===== config.mk =====
export PLATFORM = sky130hd
export DESIGN_NAME = sync_tx_rts_ctl
export DESIGN_NICKNAME = d
export VERILOG_FILES = /design/src/rtl/sync_tx_rts_pkg.sv /design/src/rtl/sync_tx_cts_qual.sv /design/src/rtl/sync_tx_rts_fsm.sv /design/src/rtl/sync_tx_rts_ctl.sv
export SDC_FILE = /design/constraint.sdc
export NUM_CORES = 1
export LEC_CHECK = 0
export ABC_AREA = 1
export BUFFER_PORTS_ARGS = -buffer_cell sky130_fd_sc_hd__buf_2
export CAP_MARGIN = 20
export CORE_AREA = 10 10 47 49
export DETAILED_ROUTE_END_ITERATION = 10
export DIE_AREA = 0 0 57 59
export PLACE_DENSITY = 0.54
export SKIP_CTS_REPAIR_TIMING = 1
export SLEW_MARGIN = 20
export SYNTH_ARGS = -nofsm -noshare
export SYNTH_HDL_FRONTEND = slang
export SYNTH_SLANG_ARGS = --single-unit

===== constraint.sdc =====
create_clock -name clk_i -period 2.1 [get_ports clk_i]
set_input_delay 0.42 -clock clk_i [delete_from_list [all_inputs] [get_ports clk_i]]
set_output_delay 0.42 -clock clk_i [all_outputs]
set_load 0.01 [all_outputs]

===== src/rtl/sync_tx_rts_pkg.sv =====
package sync_tx_rts_pkg;
  typedef enum logic [1:0] {
    ST_IDLE     = 2'd0,
    ST_WAIT_CTS = 2'd1,
    ST_SEND     = 2'd2,
    ST_HOLD     = 2'd3
  } tx_state_e;
endpackage


===== src/rtl/sync_tx_cts_qual.sv =====
module sync_tx_cts_qual #(
  parameter int unsigned SYNC_STAGES = 2
) (
  input  logic clk_i,
  input  logic rst_ni,
  input  logic cts_i,
  input  logic async_i,
  input  logic force_i,
  output logic cts_ok_o
);
  localparam int unsigned LAST = SYNC_STAGES - 1;

  logic [SYNC_STAGES-1:0] sync_q;

  for (genvar g = 0; g < SYNC_STAGES; g++) begin : g_sync
    if (g == 0) begin : g_first
      always_ff @(posedge clk_i or negedge rst_ni) begin
        if (!rst_ni) sync_q[0] <= 1'b0;
        else         sync_q[0] <= cts_i;
      end
    end else begin : g_next
      always_ff @(posedge clk_i or negedge rst_ni) begin
        if (!rst_ni) sync_q[g] <= 1'b0;
        else         sync_q[g] <= sync_q[g-1];
      end
    end
  end

  assign cts_ok_o = force_i | (async_i ? sync_q[LAST] : cts_i);
endmodule


===== src/rtl/sync_tx_rts_fsm.sv =====
module sync_tx_rts_fsm
  import sync_tx_rts_pkg::*;
(
  input  logic clk_i,
  input  logic rst_ni,
  input  logic enable_i,
  input  logic tick_i,
  input  logic fifo_nempty_i,
  input  logic frame_last_i,
  input  logic cts_ok_i,
  output logic rts_o,
  output logic tx_en_o,
  output logic start_o
);
  tx_state_e state_q, state_d;
  logic rts_d, tx_en_d, start_d;

  always_comb begin
    state_d = state_q;
    rts_d   = rts_o;
    tx_en_d = tx_en_o;
    start_d = 1'b0;
    if (!enable_i) begin
      state_d = ST_IDLE;
      rts_d   = 1'b0;
      tx_en_d = 1'b0;
    end else begin
      unique case (state_q)
        ST_IDLE: if (tick_i && fifo_nempty_i) begin
          rts_d = 1'b1;
          if (cts_ok_i) begin
            state_d = ST_SEND;
            tx_en_d = 1'b1;
            start_d = 1'b1;
          end else begin
            state_d = ST_WAIT_CTS;
          end
        end
        ST_WAIT_CTS: if (tick_i && cts_ok_i) begin
          state_d = ST_SEND;
          tx_en_d = 1'b1;
          start_d = 1'b1;
        end
        ST_SEND: if (tick_i && frame_last_i) begin
          state_d = ST_HOLD;   // keep RTS one more transmit clock
          tx_en_d = 1'b0;
        end
        ST_HOLD: if (tick_i) begin
          state_d = ST_IDLE;
          rts_d   = 1'b0;
        end
        default: begin
          state_d = ST_IDLE;
          rts_d   = 1'b0;
          tx_en_d = 1'b0;
        end
      endcase
    end
  end

  always_ff @(posedge clk_i or negedge rst_ni) begin
    if (!rst_ni) begin
      state_q <= ST_IDLE;
      rts_o   <= 1'b0;
      tx_en_o <= 1'b0;
      start_o <= 1'b0;
    end else begin
      state_q <= state_d;
      rts_o   <= rts_d;
      tx_en_o <= tx_en_d;
      start_o <= start_d;
    end
  end
endmodule


===== src/rtl/sync_tx_rts_ctl.sv =====
module sync_tx_rts_ctl #(
  parameter int unsigned SYNC_STAGES = 2
) (
  input  logic clk_i,
  input  logic rst_ni,
  input  logic enable_i,
  input  logic txclk_fall_i,
  input  logic fifo_nempty_i,
  input  logic frame_last_i,
  input  logic cts_i,
  input  logic cts_async_i,
  input  logic cts_force_i,
  output logic rts_o,
  output logic tx_en_o,
  output logic start_o
);
  logic cts_ok;

  sync_tx_cts_qual #(.SYNC_STAGES(SYNC_STAGES)) u_cts (
    .clk_i    (clk_i),
    .rst_ni   (rst_ni),
    .cts_i    (cts_i),
    .async_i  (cts_async_i),
    .force_i  (cts_force_i),
    .cts_ok_o (cts_ok)
  );

  sync_tx_rts_fsm u_fsm (
    .clk_i         (clk_i),
    .rst_ni        (rst_ni),
    .enable_i      (enable_i),
    .tick_i        (txclk_fall_i),
    .fifo_nempty_i (fifo_nempty_i),
    .frame_last_i  (frame_last_i),
    .cts_ok_i      (cts_ok),
    .rts_o         (rts_o),
    .tx_en_o       (tx_en_o),
    .start_o       (start_o)
  );
endmodule


==> results of run 1 <==
## metal layers
layer / part of all wire, % / vias up / GRT usage, % / wire length [µm]
li1: - / 218 / - / -
met4: 2.1 / 0 / 3.02 / 22
met2: 46 / 14 / 10.2 / 472
met1: 43 / 181 / 6.55 / 440
met3: 9.4 / 4 / 4.08 / 97
met5: 0 / - / 0 / 0
## where the power goes
part,switching [µW],leakage (µW),internal [µW],total (µW)
Combinational,170,0.000215,116,287
Sequential,25.1,0.0000878,174,199
Clock,54.9,0.0000150,72.9,128
Total,250,0.000318,363,614
## flip-flops by register name, summed over array words and instances (netlist names)
name,cells
u_fsm.start_o,1
u_fsm.state_q,2
u_fsm.rts_o,1
u_fsm.tx_en_o,1
u_cts.sync_q,2
## final cells by class
class / instances / area, µm²
Tap cell: 16 / 20.0
Timing Repair Buffer: 12 / 65.1
Inverter: 8 / 30.0
Sequential cell: 7 / 175
Clock buffer: 4 / 26.3
Fill cell: 155 / 843
Multi-Input combinational cell: 44 / 241
## per-stage QoR
stage / utilization (%) / instances / power [µW]
finish: 39.8 / 91 / 614
global route: 39.8 / 91 / 674
CTS: 39.1 / 90 / 620
detailed placement: 37.2 / 86 / 491
global placement: 37.2 / 86 / 489
floorplan: - / 59 / 411
## cell families after synthesis
logic type / share of synthesized area (%)
and+or+nand+nor: 32.2
AOI/OAI and AO/OA: 10.6
adders and majority gates: 11.2
buffers and inverters: 6.72
DFF: 39.2
## layout by cell type (no fill, tap or decap)
cell           synthesis  routed
inv_1                  6       6
inv_2                  2       2
clkbuf_4               0       3
nand4_1                1       1
clkbuf_1               0       1
nor2_1                 4       4
o21ai_0                1       1
nor3_1                 1       1
o21ai_1                1       1
nand2_2                1       1
ha_1                   4       4
a21oi_2                1       1
nand2_1               20      20
buf_2                  0      11
or2_1                  1       1
a21oi_4                1       1
nand3_1                6       6
dlygate4sd3_1          0       1
a21oi_1                1       1
dfrtp_1                7       7
o21a_1                 1       1
## cell usage after synthesis
master	count	area, µm²
or2_1	1	6.26
nand2_1	20	75.1
a21oi_2	1	8.76
nand3_1	6	30.0
o21ai_0	1	5.00
nor3_1	1	5.00
a21oi_1	1	5.00
o21a_1	1	7.51
ha_1	4	50.1
nand2_2	1	6.26
a21oi_4	1	16.3
nor2_1	4	15.0
o21ai_1	1	5.00
nand4_1	1	6.26
inv_2	2	7.51
dfrtp_1	7	175
inv_1	6	22.5
## worst max path at each step
stage	from	end	slack, ps	cells past startpoint
after floorplan	u_fsm.state_q[0]$_DFFE_PN0P_	u_fsm.tx_en_o$_DFFE_PN0P_	840	7
after global routing	u_fsm.state_q[0]$_DFFE_PN0P_	u_fsm.tx_en_o$_DFFE_PN0P_	620	7
after global placement	u_fsm.state_q[0]$_DFFE_PN0P_	u_fsm.tx_en_o$_DFFE_PN0P_	730	7
final	u_fsm.state_q[0]$_DFFE_PN0P_	u_fsm.tx_en_o$_DFFE_PN0P_	740	7
after CTS	u_fsm.state_q[0]$_DFFE_PN0P_	u_fsm.tx_en_o$_DFFE_PN0P_	720	7
after detailed placement	u_fsm.state_q[0]$_DFFE_PN0P_	u_fsm.tx_en_o$_DFFE_PN0P_	730	7
## worst max-delay path: stages (launching register included)
cell	delay, ps
dfrtp_1	390
inv_1	80
ha_1	260
or2_1	260
nand3_1	80
nand2_1	60
nand3_1	70
nand2_1	50
==> metrics.txt, run 1 <==
Worst setup EP type flop; worst hold path type input pin to flop; Avg Cell Area, Syn 7.57 µm²; GP Congestion 0.852; routed via count 417; Slew @ Worst Pin 165 ps; synthesized area 447 µm²; Worst Setup Slack, final 737 ps; P&R area growth vs syn 24.9%; CORE AREA 1400 µm²; syn_nets 72; YS warnings 0; hold_ws 289 ps; LEAKAGE 0.000318 µW; vias per cell 4.58; DRT iter0 DRCs 5; sequential area share after synthesis 39.2%; first-pass detailed-route iteration total 4; clock skew 1.05 ps; clk buf depth 2; Die Ht 59 µm; initial core utilization 31.9%; r2r setup slk 740 ps; Reg clk slew, reported paths 60 ps; Crit path arrival time 1510 ps; WS Path Type flop to flop; Die X 57 µm; minimum clock period 1360 ps; proportion of layout cells with a drive suffix above 1 25.3%; maximum fanout along the worst path 5; #FFs+latches synth 7; Max Freq 734 MHz; Worst setup SP type flop; DRC violations left 0; Wirelength per Cell 11.3 µm; Inserted Diodes 0; Final Hold Fails 0; antenna violations before repair 0; max-slew violation count 0; clock sinks 7; WP data required 2250 ps; Tot GR Track Use 6.45%; site row count 14; reg-to-reg endpoint u_fsm.tx_en_o$_DFFE_PN0P_; Post-DP HPWL 847 µm; CTS tree built; reg-to-reg startpoint u_fsm.state_q[0]$_DFFE_PN0P_; io pins 12; Max Cap Viol 0; Antenna Nets Post-Route 0; WHS Endpoint u_cts.sync_q[0]$_DFF_PN0_; Slew headroom 88.9%; Congestion Overflow GR 0; drt total wl 1.03 mm; largest net degree at the start of global routing 8; Syn Inst Count 59; Layout Nets 89; Setup Viol. Count Final 0; status finished clean; Finished Cell Area 558 µm²; htree depth 1; min-delay src cts_i; first-pass GRT wire length 1.68 mm; Tcrit/Tclk final 64.9%; Placed Area 522 µm²; RSZ-0062 raised after global routing false; Clock Latency Late Sink 250 ps; R2R depth 7; CTS Root Cell clkbuf_4; die area 3360 µm²; PortBufs 11; post-synthesis cell type count 17; number of global-route vias before repair 378; hold path depth 1; Max VDD drop 0.381 mV; PwrDens 1100 nW/µm²; setup TNS 0 ps; CTS Buf Count 3; worst slack, placed 730 ps
Power figures use the tool's default switching activity.
==> run 2: changes to the inputs <==
Clock period 2.1 ns to 1.3 ns, I/O delays scaled along.
==> run 2 against run 1 <==
The run now ends with setup timing left; clock skew up 2.6 ps; largest cell class unchanged; critical endpoint unchanged; global-route usage rose by 0.081 points; critical path type unchanged; sequential power increased by 61%.
==> metrics.txt, run 2 (synthesis results as in run 1) <==
status finished, violations left; violated checks setup timing; CP cell instances inv_2 > ha_4 > nand4_1 > nand3_2 > nand2_2 > nand3_2 > nand2_1; reg-to-reg endpoint u_fsm.tx_en_o$_DFFE_PN0P_; Max Freq 767 MHz; Tcrit/Tclk final 100%; io pins 12; worst setup path endpoint u_fsm.tx_en_o$_DFFE_PN0P_; Worst setup EP type flop; Bufs and invs on worst path 1; site row count 14; Clock Latency Late Sink 260 ps; vias per cell 4.73; DRC violations left 0; WS Path Type flop to flop; CTS Buf Count 3; reg-to-reg startpoint u_fsm.state_q[1]$_DFFE_PN0P_; maximum fanout along the worst path 5; RSZ-0062 raised after global routing true; critical path's most frequent cell nand3_2; Post-DP HPWL 871 µm; Slew headroom 83.9%; R2R depth 7; number of global-route vias before repair 418; CTS tree built; Slew @ Worst Pin 241 ps; crit path max-delay cell type dfrtp_1; PwrDens 1910 nW/µm²; drt total wl 1.16 mm; proportion of layout cells with a drive suffix above 1 47.4%; final core utilization 45.5%; CTS Root Cell clkbuf_4; Crit path arrival time 1460 ps; first-pass GRT wire length 1.69 mm; Setup Viol. Count Final 1; Worst setup SP type flop; met2 Usage GRT 10.4%; routed via count 445; die area 3360 µm²; Die Ht 59 µm; commonest non-fill, non-tap cell in the layout nand2_1; Max VDD drop 0.729 mV; clock skew 3.61 ps; Die X 57 µm; Reg clk slew, reported paths 60 ps; met3 global-route usage 2.79%; DRT iter0 DRCs 11; LEAKAGE 0.000336 µW; # fillers 149; first-pass detailed-route iteration total 4; WP data required 1450 ps; hold path depth 1; initial core utilization 31.9%; biggest regs u_cts.sync_q x2, u_fsm.state_q x2; Antenna Nets Post-Route 0; PortBufs 11; Tot GR Track Use 6.53%; Inserted Diodes 0; Final Hold Fails 0; r2r setup slk -4 ps; CORE AREA 1400 µm²; Layout Nets 92; antenna violations before repair 0; met1 usage 6.30%; Max Cap Viol 0; worst hold path type input pin to flop; Design Power 1220 µW; CP max stage delay 400 ps; Congestion Overflow GR 0; hold_ws 121 ps; minimum clock period 1300 ps; htree depth 1; clk buf depth 2; P&R area growth vs syn 42.9%; largest net degree at the start of global routing 8; peak-usage layer in the global routing report met2; Crit path depth 7; Wirelength per Cell 12.3 µm; GP Congestion 0.785; clock sinks 7; max-slew violation count 0; family with the most delay on the worst path simple AND/OR/NAND/NOR gates; most frequent cells in the layout nand2_1, buf_2, dfrtp_1, inv_2, nand2_2; launch point of the critical path u_fsm.state_q[1]$_DFFE_PN0P_; Worst Setup Slack, final -4.27 ps
==> run 2: changes by cell type in the layout (fill, tap and decap cells not counted), moves of 2 or more <==
cell	previous run	this run
nand3_1	6	4
ha_4	0	2
nand3_2	0	2
ha_1	4	1
inv_1	6	3
nand2_1	20	16
inv_2	2	5
nand2_2	1	5
buf_4	0	3
==> run 2: worst min-delay path by stage <==
stage           start                         to  slack [ps]
2_1_floorplan  rst_ni  u_cts.sync_q[0]$_DFF_PN0_         -40
3_3_place_gp   rst_ni  u_cts.sync_q[1]$_DFF_PN0_         110
3_5_place_dp   rst_ni  u_cts.sync_q[1]$_DFF_PN0_         110
4_1_cts        rst_ni  u_cts.sync_q[0]$_DFF_PN0_        -170
5_1_grt         cts_i  u_cts.sync_q[0]$_DFF_PN0_         120
6_report        cts_i  u_cts.sync_q[0]$_DFF_PN0_         120
==> run 2: per-layer routing <==
layer | up-vias | routed length (µm)
met5 | - | 0
met4 | 0 | 31
met3 | 3 | 84
met2 | 14 | 562
met1 | 203 | 477
li1 | 225 | -
==> run 2: cell type report <==
cell class              instances  area [µm²]  share of cell area [%]
multi-input cells              44         299                    46.9
flip-flops and latches          7         175                    27.5
repair buffers                 15        87.6                    13.7
inverters                       8        30.0                    4.71
clock buffers                   4        26.3                    4.12
well taps                      16        20.0                    3.14
==> run 2: metrics by stage <==
stage / cell area (µm²) / cells / setup WS (ps) / TNS [ps]
after CTS: 571 / 93 / -7.89 / -7.89
after floorplan: 447 / 59 / 39.6 / 0
final: 638 / 94 / -4.27 / -4.27
after global placement: 544 / 89 / 22.0 / 0
after global routing: 638 / 94 / -60.7 / -153
after detailed placement: 544 / 89 / 8.48 / 0
==> run 2: power by group <==
group | internal (µW) | switching [µW]
Sequential | 281 | 39.4
Clock | 118 | 90.7
Combinational | 318 | 373
